--- src/rtl/trksel_pkg.sv ---
package trksel_pkg;
   typedef enum logic {
      SEL_MAX_PT   = 1'b0,
      SEL_PAIR_CHI = 1'b1
   } sel_mode_e;
endpackage

--- src/rtl/trksel_gate.sv ---
module trksel_gate #(
   parameter int CHI_W = 8
) (
   input  logic             in_valid,
   input  logic [CHI_W-1:0] in_chi,
   input  logic [CHI_W-1:0] chi_cut,
   output logic             take
);
   // strict comparison against the cut
   always_comb take = in_valid && (in_chi < chi_cut);
endmodule

--- src/rtl/trksel_maxpt.sv ---
module trksel_maxpt #(
   parameter int PT_W  = 12,
   parameter int CHI_W = 8
) (
   input  logic             clk,
   input  logic             rst_n,
   input  logic             take,
   input  logic             clr,
   input  logic [PT_W-1:0]  in_pt,
   input  logic [CHI_W-1:0] in_chi,
   output logic             nxt_have,
   output logic [PT_W-1:0]  nxt_pt,
   output logic [CHI_W-1:0] nxt_chi
);
   logic             have_q;
   logic [PT_W-1:0]  pt_q;
   logic [CHI_W-1:0] chi_q;
   logic             repl;

   // strict greater: an equal later track loses
   always_comb begin
      repl     = take && (!have_q || (in_pt > pt_q));
      nxt_have = have_q || take;
      nxt_pt   = repl ? in_pt  : pt_q;
      nxt_chi  = repl ? in_chi : chi_q;
   end

   always_ff @(posedge clk) begin
      if (!rst_n || clr) begin
         have_q <= 1'b0;
         pt_q   <= '0;
         chi_q  <= '0;
      end else begin
         have_q <= nxt_have;
         pt_q   <= nxt_pt;
         chi_q  <= nxt_chi;
      end
   end

   a_r3_max_monotonic: assert property (@(posedge clk) disable iff (!rst_n)
      (have_q && !clr) |=> (have_q && pt_q >= $past(pt_q)));
endmodule

--- src/rtl/trksel_pair.sv ---
module trksel_pair #(
   parameter int PT_W  = 12,
   parameter int CHI_W = 8
) (
   input  logic             clk,
   input  logic             rst_n,
   input  logic             take,
   input  logic             clr,
   input  logic [PT_W-1:0]  in_pt,
   input  logic [CHI_W-1:0] in_chi,
   output logic             nxt_have,
   output logic [PT_W-1:0]  nxt_pt,
   output logic [CHI_W-1:0] nxt_chi
);
   logic             h1_q, h2_q, h1_n, h2_n;
   logic [PT_W-1:0]  p1_q, p2_q, p1_n, p2_n;
   logic [CHI_W-1:0] c1_q, c2_q, c1_n, c2_n;

   // rank by chi-square, strict less so earlier tracks keep their place
   always_comb begin
      h1_n = h1_q; p1_n = p1_q; c1_n = c1_q;
      h2_n = h2_q; p2_n = p2_q; c2_n = c2_q;
      if (take) begin
         if (!h1_q || (in_chi < c1_q)) begin
            h2_n = h1_q; p2_n = p1_q; c2_n = c1_q;
            h1_n = 1'b1; p1_n = in_pt; c1_n = in_chi;
         end else if (!h2_q || (in_chi < c2_q)) begin
            h2_n = 1'b1; p2_n = in_pt; c2_n = in_chi;
         end
      end
      nxt_have = h1_n;
      // second member only wins on strictly higher momentum
      if (h2_n && (p2_n > p1_n)) begin
         nxt_pt  = p2_n;
         nxt_chi = c2_n;
      end else begin
         nxt_pt  = p1_n;
         nxt_chi = c1_n;
      end
   end

   always_ff @(posedge clk) begin
      if (!rst_n || clr) begin
         h1_q <= 1'b0; p1_q <= '0; c1_q <= '0;
         h2_q <= 1'b0; p2_q <= '0; c2_q <= '0;
      end else begin
         h1_q <= h1_n; p1_q <= p1_n; c1_q <= c1_n;
         h2_q <= h2_n; p2_q <= p2_n; c2_q <= c2_n;
      end
   end

   a_r4_pair_order: assert property (@(posedge clk) disable iff (!rst_n)
      h2_q |-> (h1_q && (c1_q <= c2_q)));
endmodule

--- src/rtl/trksel_top.sv ---
module trksel_top #(
   parameter int PT_W     = 12,
   parameter int CHI_W    = 8,
   parameter bit HAS_PAIR = 1'b1
) (
   input  logic             clk,
   input  logic             rst_n,
   input  logic             cfg_mode,
   input  logic [CHI_W-1:0] cfg_chi_cut,
   input  logic [PT_W-1:0]  cfg_pt_thr,
   input  logic             trk_valid,
   input  logic [PT_W-1:0]  trk_pt,
   input  logic [CHI_W-1:0] trk_chi,
   input  logic             evt_end,
   output logic             dec_valid,
   output logic             dec_accept,
   output logic             sel_found,
   output logic [PT_W-1:0]  sel_pt,
   output logic [CHI_W-1:0] sel_chi
);
   import trksel_pkg::*;

   if (PT_W < 2)  begin : g_bad_pt  $error("PT_W too small");  end
   if (CHI_W < 2) begin : g_bad_chi $error("CHI_W too small"); end

   logic             in_evt_q, start;
   sel_mode_e        mode_q, mode_e;
   logic [CHI_W-1:0] cut_q, cut_e;
   logic [PT_W-1:0]  thr_q, thr_e;
   logic             take;

   // settings come from the ports on the first cycle, then from the latch
   always_comb begin
      start  = !in_evt_q && (trk_valid || evt_end);
      mode_e = in_evt_q ? mode_q : sel_mode_e'(cfg_mode);
      cut_e  = in_evt_q ? cut_q  : cfg_chi_cut;
      thr_e  = in_evt_q ? thr_q  : cfg_pt_thr;
   end

   always_ff @(posedge clk) begin
      if (!rst_n) begin
         in_evt_q <= 1'b0;
         mode_q   <= SEL_MAX_PT;
         cut_q    <= '0;
         thr_q    <= '0;
      end else begin
         if (evt_end)    in_evt_q <= 1'b0;
         else if (start) in_evt_q <= 1'b1;
         if (start) begin
            mode_q <= sel_mode_e'(cfg_mode);
            cut_q  <= cfg_chi_cut;
            thr_q  <= cfg_pt_thr;
         end
      end
   end

   trksel_gate #(.CHI_W(CHI_W)) u_gate (
      .in_valid(trk_valid), .in_chi(trk_chi), .chi_cut(cut_e), .take(take)
   );

   logic             a_have;
   logic [PT_W-1:0]  a_pt;
   logic [CHI_W-1:0] a_chi;

   trksel_maxpt #(.PT_W(PT_W), .CHI_W(CHI_W)) u_maxpt (
      .clk(clk), .rst_n(rst_n), .take(take), .clr(evt_end),
      .in_pt(trk_pt), .in_chi(trk_chi),
      .nxt_have(a_have), .nxt_pt(a_pt), .nxt_chi(a_chi)
   );

   logic             r_have;
   logic [PT_W-1:0]  r_pt;
   logic [CHI_W-1:0] r_chi;

   if (HAS_PAIR) begin : g_pair
      logic             b_have;
      logic [PT_W-1:0]  b_pt;
      logic [CHI_W-1:0] b_chi;

      trksel_pair #(.PT_W(PT_W), .CHI_W(CHI_W)) u_pair (
         .clk(clk), .rst_n(rst_n), .take(take), .clr(evt_end),
         .in_pt(trk_pt), .in_chi(trk_chi),
         .nxt_have(b_have), .nxt_pt(b_pt), .nxt_chi(b_chi)
      );

      always_comb begin
         if (mode_e == SEL_PAIR_CHI) begin
            r_have = b_have; r_pt = b_pt; r_chi = b_chi;
         end else begin
            r_have = a_have; r_pt = a_pt; r_chi = a_chi;
         end
      end
   end else begin : g_single
      always_comb begin
         r_have = a_have; r_pt = a_pt; r_chi = a_chi;
      end
   end

   // result registered on the end strobe
   always_ff @(posedge clk) begin
      if (!rst_n) begin
         dec_valid  <= 1'b0;
         dec_accept <= 1'b0;
         sel_found  <= 1'b0;
         sel_pt     <= '0;
         sel_chi    <= '0;
      end else begin
         dec_valid <= evt_end;
         if (evt_end) begin
            sel_found  <= r_have;
            sel_pt     <= r_pt;
            sel_chi    <= r_chi;
            dec_accept <= r_have && (r_pt >= thr_e);
         end
      end
   end

   a_r7_accept_thr: assert property (@(posedge clk) disable iff (!rst_n)
      $rose(dec_accept) |-> (sel_found && (sel_pt >= $past(thr_e))));

   a_r2_found_below_cut: assert property (@(posedge clk) disable iff (!rst_n)
      (evt_end && r_have) |=> (sel_chi < $past(cut_e)));

   a_r6_none_rejects: assert property (@(posedge clk) disable iff (!rst_n)
      (dec_valid && !sel_found) |-> (!dec_accept && sel_pt == '0 && sel_chi == '0));
endmodule

--- config.mk ---
export PLATFORM = sky130hd
export DESIGN_NAME = trksel_top
export DESIGN_NICKNAME = d
export VERILOG_FILES = /design/src/rtl/trksel_pkg.sv /design/src/rtl/trksel_gate.sv /design/src/rtl/trksel_maxpt.sv /design/src/rtl/trksel_pair.sv /design/src/rtl/trksel_top.sv
export SDC_FILE = /design/constraint.sdc
export NUM_CORES = 1
export LEC_CHECK = 0
export ABC_AREA = 0
export BUFFER_PORTS_ARGS = -buffer_cell sky130_fd_sc_hd__clkbuf_2
export CAP_MARGIN = 20
export CORE_MARGIN = 4
export CORE_UTILIZATION = 40
export DETAILED_ROUTE_END_ITERATION = 6
export PLACE_DENSITY = 0.66
export SYNTH_ARGS = -nofsm -noshare
export SYNTH_HDL_FRONTEND = slang
export SYNTH_SLANG_ARGS = --single-unit
--- constraint.sdc ---
create_clock -name clk -period 7.97 [get_ports clk]
set_input_delay 1.9925 -clock clk [delete_from_list [all_inputs] [get_ports clk]]
set_output_delay 1.9925 -clock clk [all_outputs]
set_load 0.005 [all_outputs]
==> results.yml, run 1 <==
critical_path:
  cp_max_fo: 18
  crit_family: "compound AO/OA/AOI/OAI gates"
  critPathBufInv: 4
  cp-start-kind: "input pin"
  critPathKind: "in2reg"
  cp-end-kind: "flop"
  slowest_delay_ps: 430
  cp_slowest_cell: "a2111oi_0"
  crit_required_ps: 8220
  crit_top_cell: "a21o_1"
  worstPathArrival_ps: 7400
die:
  core.rowCount: 44
  die_x_um: 129
  coreArea_sq_um: 14500
  die_h_um: 129
  die_area_sq_um: 16700
  initial_core_util: 0.406
  boundaryPins: 68
cells_and_area:
  drive_gt1_frac: 0.150
  final_nets: 831
  num_antenna_cells: 0
  final_core_util: 0.464
  fillers: 1447
  instances_no_fill: 917
  syn2layout_area_growth_pct: 14.1
grt:
  grt_pass1_vias: 4694
  top_usage_layer: "met2"
  antenna_found_initial: 0
  grt_pass1_wl_um: 23600
  gr-total-overflow: 0
  grt_max_degree: 63
  met2_usage: 0.291
  use_met1: 0.237
  grt_use_met3: 0.0387
  track_usage: 0.179
power_and_ir_drop:
  p_seq_frac: 0.422
  p_per_area_nw_per_um2: 206
  pwr-share-clk: 0.359
  peakVddDrop_mv: 0.113
  pwr-share-comb: 0.219
  power.leakage_nw: 2.98
  switching_share: 0.286
  p_switching_mw: 0.395
  p_int_mw: 0.987
sta:
  timing.final.ws_setup_ps: 825
  hold_viol: 0
  fin_crit_ps: 7150
  slew_viol_final: 0
  maxSlewHeadroom: 0.327
  period_share: 0.897
  skew_ps: 8.74
  finalSetupViolCount: 0
  worst_pin_slew_ps: 1010
  fmax_mhz: 140
  finalSetupTns_ps: 0
  worst_hold_slack_ps: 453
  grt_setup_unrepaired: "false"
cts:
  clockBufferDepth: 2
  ctsRootBufferMaster: "clkbuf_16"
  post_cts_buffers: 0
  path_clk_slew_ps: 70
  clkSinkCount: 108
  cts_tree: "built"
  hold_buffers: 0
  cts_made_buffers: 9
  htree_num_levels: 3
  cts_resized: 0
  clock_latency_ps: 360
routing:
  firstDrtPassIters: 6
  wirelength_um: 14500
  ant_nets: 0
  initialDrtViolationCount: 228
  drcViolationCount: 0
  num_vias: 4896
  routed_via_density: 5.34
  wire_per_inst_um: 15.8
placed_design:
  dp_hpwl_um: 10900
  post-place-cells: 902
  io_buffers: 67
  gp_congestion: 0.811
  post-place-ws_ps: 498
synth:
  syn_nets: 778
  synth_edf_count: 0
  syn_area_per_cell_sq_um: 8.70
  synth_area_leaders: "dfxtp_1 (37%), ha_1 (12%), mux2i_1 (11%)"
  synth_top_area_share: 0.368
  syn-cell-area_sq_um: 5880
  synthArstFlopShare: 0
  syn_inst: 676
  seq_area_frac_synth: 0.368
  synthTopCellsByCount: "dfxtp_1 (108), nand2_1 (106), nor2_1 (69)"
  synth_most_common_cell: "dfxtp_1"
  yosys_warnings: 0
  synth-main-ff-cell: "dfxtp_1"
  yosysTopAreaCell: "dfxtp_1"
  ys_types: 47
  postSynthRegisterBits: 108
job:
  cap_violations: 0
run_status:
  status: "complete, no violations"
min_path:
  hold_class: "reg2reg"
## final timing paths
path | end | cells after the start | start | slack (ps)
worst max-delay path | dec_accept$_SDFFE_PN0P_ | 30 | cfg_chi_cut[3] | 820
worst min-delay path | sel_found$_SDFFE_PN0P_ | 1 | sel_found$_SDFFE_PN0P_ | 450
worst max register to register | dec_accept$_SDFFE_PN0P_ | 29 | in_evt_q$_SDFFE_PP0P_ | 1810
worst min register to register | sel_found$_SDFFE_PN0P_ | 1 | sel_found$_SDFFE_PN0P_ | 450
## final cells by class
type | count | area [sq um] | area share
Multi-Input combinational cell | 500 | 3450 | 0.514
Sequential cell | 108 | 2160 | 0.322
Timing Repair Buffer | 80 | 433 | 0.0645
Clock buffer | 12 | 256 | 0.0382
Tap cell | 184 | 230 | 0.0343
Inverter | 30 | 113 | 0.0168
Clock inverter | 3 | 68.8 | 0.0102
## flip-flops by register name (all words and copies together), names as in the netlist, 12 cells and up
register	count
thr_q	12
u_maxpt.pt_q	12
sel_pt	12
g_pair.u_pair.p1_q	12
g_pair.u_pair.p2_q	12
## layer usage
| layer | up-vias | part of all wire | wire (um) |
|---|---|---|---|
| li1 | 2517 | - | - |
| met1 | 2291 | 0.48 | 6990 |
| met2 | 77 | 0.47 | 6790 |
| met3 | 11 | 0.037 | 534 |
| met4 | 0 | 0.011 | 165 |
| met5 | - | 0 | 0 |
## metrics by stage
stage	cell area (sq um)	power, mW
floorplan	5880	0.803
detailed placement	6390	0.899
finish	6710	1.38
CTS	6710	1.39
global placement	6390	0.896
global route	6710	1.45
## power groups by stage
stage	clock [mW]	sequential (mW)	combinational, mW
6_report	0.496	0.583	0.303
5_1_grt	0.526	0.586	0.341
4_1_cts	0.506	0.583	0.306
3_5_place_dp	0	0.595	0.304
3_3_place_gp	0	0.595	0.301
2_1_floorplan	0	0.592	0.211
## kinds of logic after synthesis
family | Yosys count | synth area share
simple gates | 211 | 0.153
compound gates | 158 | 0.183
flops | 108 | 0.368
mux | 74 | 0.128
buf+inv | 68 | 0.0472
fa+ha+maj | 57 | 0.121
## cells in the final DEF (no fill, tap or decap), types with 5 or more instances in the layout
master,instances
a21boi_0,21
a21o_1,11
a21oi_1,35
a22o_1,6
a22oi_1,5
a32oi_1,11
buf_4,13
clkbuf_16,9
clkbuf_2,67
dfxtp_1,108
ha_1,57
inv_1,30
mux2_2,8
mux2i_1,64
nand2_1,106
nand4_1,8
nor2_1,69
o21ai_0,23
o21ai_1,6
o221ai_1,17
o22ai_1,7
(Power assumes the default switching activity.)
==> run 2: changes to the inputs <==
--- a/config.mk
+++ b/config.mk
@@ -5,12 +5,13 @@
 export SDC_FILE = /design/constraint.sdc
 export NUM_CORES = 1
 export LEC_CHECK = 0
-export ABC_AREA = 0
+export ABC_AREA = 1
 export BUFFER_PORTS_ARGS = -buffer_cell sky130_fd_sc_hd__clkbuf_2
 export CAP_MARGIN = 20
 export CORE_MARGIN = 4
 export CORE_UTILIZATION = 40
 export DETAILED_ROUTE_END_ITERATION = 6
+export HOLD_SLACK_MARGIN = 0.05
 export PLACE_DENSITY = 0.66
 export SYNTH_ARGS = -nofsm -noshare
 export SYNTH_HDL_FRONTEND = slang
==> run 2 against run 1 <==
Against the previous run:
- sequential share of layout area is 3.1 points lower
- maximum frequency is 0.27% lower
- setup slack worse by 19 ps
- largest power group unchanged
- critical endpoint unchanged
- non-clock buffer count is 5 lower
- highest routed layer unchanged
- clock skew is 0.50 ps lower
==> results.yml, run 2 <==
sta:
  fin_crit_ps: 7160
  timing.final.ws_setup_ps: 805
  finalSetupTns_ps: 0
  slew_viol_final: 0
  maxSlewHeadroom: 0.413
  worst_pin_slew_ps: 879
  skew_ps: 8.23
  hold_viol: 0
  fmax_mhz: 140
  finalSetupViolCount: 0
  grt_setup_unrepaired: "false"
  period_share: 0.899
synth:
  synth-main-ff-cell: "dfxtp_1"
  postSynthRegisterBits: 108
  syn_area_per_cell_sq_um: 6.51
  synthArstFlopShare: 0
  ys_types: 35
  syn_nets: 1137
  syn_inst: 1035
  synthTopCellsByCount: "nand2_1 (372), dfxtp_1 (108), inv_1 (105)"
  yosys_warnings: 0
  syn-cell-area_sq_um: 6730
  seq_area_frac_synth: 0.321
  synth_most_common_cell: "nand2_1"
  synth_edf_count: 0
  synth_area_leaders: "dfxtp_1 (32%), nand2_1 (21%), ha_1 (11%)"
  yosysTopAreaCell: "dfxtp_1"
  synth_top_area_share: 0.321
cells_and_area:
  final_common_cell: "nand2_1"
  layout_common_cells: "nand2_1 (372), dfxtp_1 (108), inv_1 (105)"
  syn2layout_area_growth_pct: 10.4
  instances_no_fill: 1295
  drive_gt1_frac: 0.106
  num_antenna_cells: 0
  final_nets: 1172
cts:
  clockBufferDepth: 2
  cts_tree: "built"
  clock_latency_ps: 350
  htree_num_levels: 3
  path_clk_slew_ps: 70
  post_cts_buffers: 0
  ctsRootBufferMaster: "clkbuf_16"
  hold_buffers: 0
  clkSinkCount: 108
  cts_made_buffers: 9
  cts_resized: 0
critical_path:
  r2r-start: "in_evt_q$_SDFFE_PP0P_"
  regToRegEndpoint: "dec_accept$_SDFFE_PN0P_"
  crit_top_cell: "nand2_1"
  crit_family: "simple AND/OR/NAND/NOR gates"
  slowest_delay_ps: 670
  critPathBufInv: 3
  crit_start: "cfg_chi_cut[7]"
  cp-start-kind: "input pin"
  cp-end-kind: "flop"
  cp_max_fo: 22
  worstPathArrival_ps: 7410
  crit_required_ps: 8210
  critPathKind: "in2reg"
  r2r_setup_slack_ps: 1940
  crit_end: "dec_accept$_SDFFE_PN0P_"
  cp_slowest_cell: "nand3b_1"
  worstRegToRegCells: 29
  path_depth: 29
placed_design:
  gp_congestion: 0.862
  post-place-cells: 1279
  dp_hpwl_um: 13600
  post-place-ws_ps: 513
  io_buffers: 67
min_path:
  min_path_cells: 2
  hold_class: "reg2reg"
die:
  die_h_um: 138
  core.rowCount: 47
  coreArea_sq_um: 16500
  initial_core_util: 0.408
  die_x_um: 138
  die_area_sq_um: 19000
  boundaryPins: 68
power_and_ir_drop:
  peakVddDrop_mv: 0.120
  p_per_area_nw_per_um2: 191
  power.leakage_nw: 3.66
routing:
  num_vias: 6367
  routed_via_density: 4.92
  wirelength_um: 18000
  wire_per_inst_um: 13.9
  ant_nets: 0
  drcViolationCount: 0
  firstDrtPassIters: 5
  initialDrtViolationCount: 360
run_status:
  status: "complete, no violations"
grt:
  gr-total-overflow: 0
  grt_pass1_vias: 5697
  antenna_found_initial: 0
  track_usage: 0.194
  grt_max_degree: 52
  grt_pass1_wl_um: 28900
job:
  cap_violations: 0
==> run 2: layout make-up <==
type,instances,area (sq um)
Clock buffer,11,243
Clock inverter,5,85.1
Fill cell,1764,9090
Inverter,107,402
Multi-Input combinational cell,769,3870
Sequential cell,108,2160
Tap cell,220,275
Timing Repair Buffer,75,395
==> run 2: where the power goes <==
part	switching, mW	leakage, nW	internal (mW)	total, mW
clock	0.209	0.156	0.286	0.495
combinational	0.222	2.62	0.117	0.339
sequential	0.0140	0.883	0.570	0.584
==> run 2: stage by stage <==
stage	area, sq um	hold slack [ps]	power, mW	utilization
6_report	7440	452	1.42	0.450
5_1_grt	7440	469	1.51	0.450
4_1_cts	7440	454	1.43	0.450
3_5_place_dp	7110	438	0.934	0.430
3_3_place_gp	7110	438	0.930	0.430
2_1_floorplan	6730	429	0.848	-
==> run 2: worst reg2reg max path, delay by kind of cell (launching register included) <==
family	cells	cell delay, ps
compound gates	10	1670
fa+ha+maj	3	980
buf+inv	3	680
flops	1	300
simple gates	13	2260
==> run 2: kinds of logic after synthesis <==
logic type,Yosys count,synth area share
adder cells (fa/ha/maj),57,0.106
buffers and inverters,158,0.104
AO/OA/AOI/OAI,142,0.117
AND/OR/NAND/NOR,564,0.342
multiplexers,6,0.00892
flip-flops,108,0.321
==> run 2: worst min path at each step <==
stage | startpoint | end | slack, ps
after detailed placement | sel_pt[7]$_SDFFE_PN0P_ | sel_pt[7]$_SDFFE_PN0P_ | 440
final | cut_q[0]$_SDFFE_PN0P_ | cut_q[0]$_SDFFE_PN0P_ | 450
after global placement | sel_chi[3]$_SDFFE_PN0P_ | sel_chi[3]$_SDFFE_PN0P_ | 440
after CTS | cut_q[1]$_SDFFE_PN0P_ | cut_q[1]$_SDFFE_PN0P_ | 450
after floorplan | thr_q[2]$_SDFFE_PN0P_ | thr_q[2]$_SDFFE_PN0P_ | 430
after global routing | cut_q[7]$_SDFFE_PN0P_ | cut_q[7]$_SDFFE_PN0P_ | 470
==> run 2: per-layer routing <==
metal | track usage | share of wire | vias up
met5 | 0 | 0 | -
met3 | 0.0329 | 0.038 | 30
met1 | 0.254 | 0.45 | 2840
li1 | - | - | 3350
met4 | 0.0686 | 0.032 | 0
met2 | 0.321 | 0.48 | 147
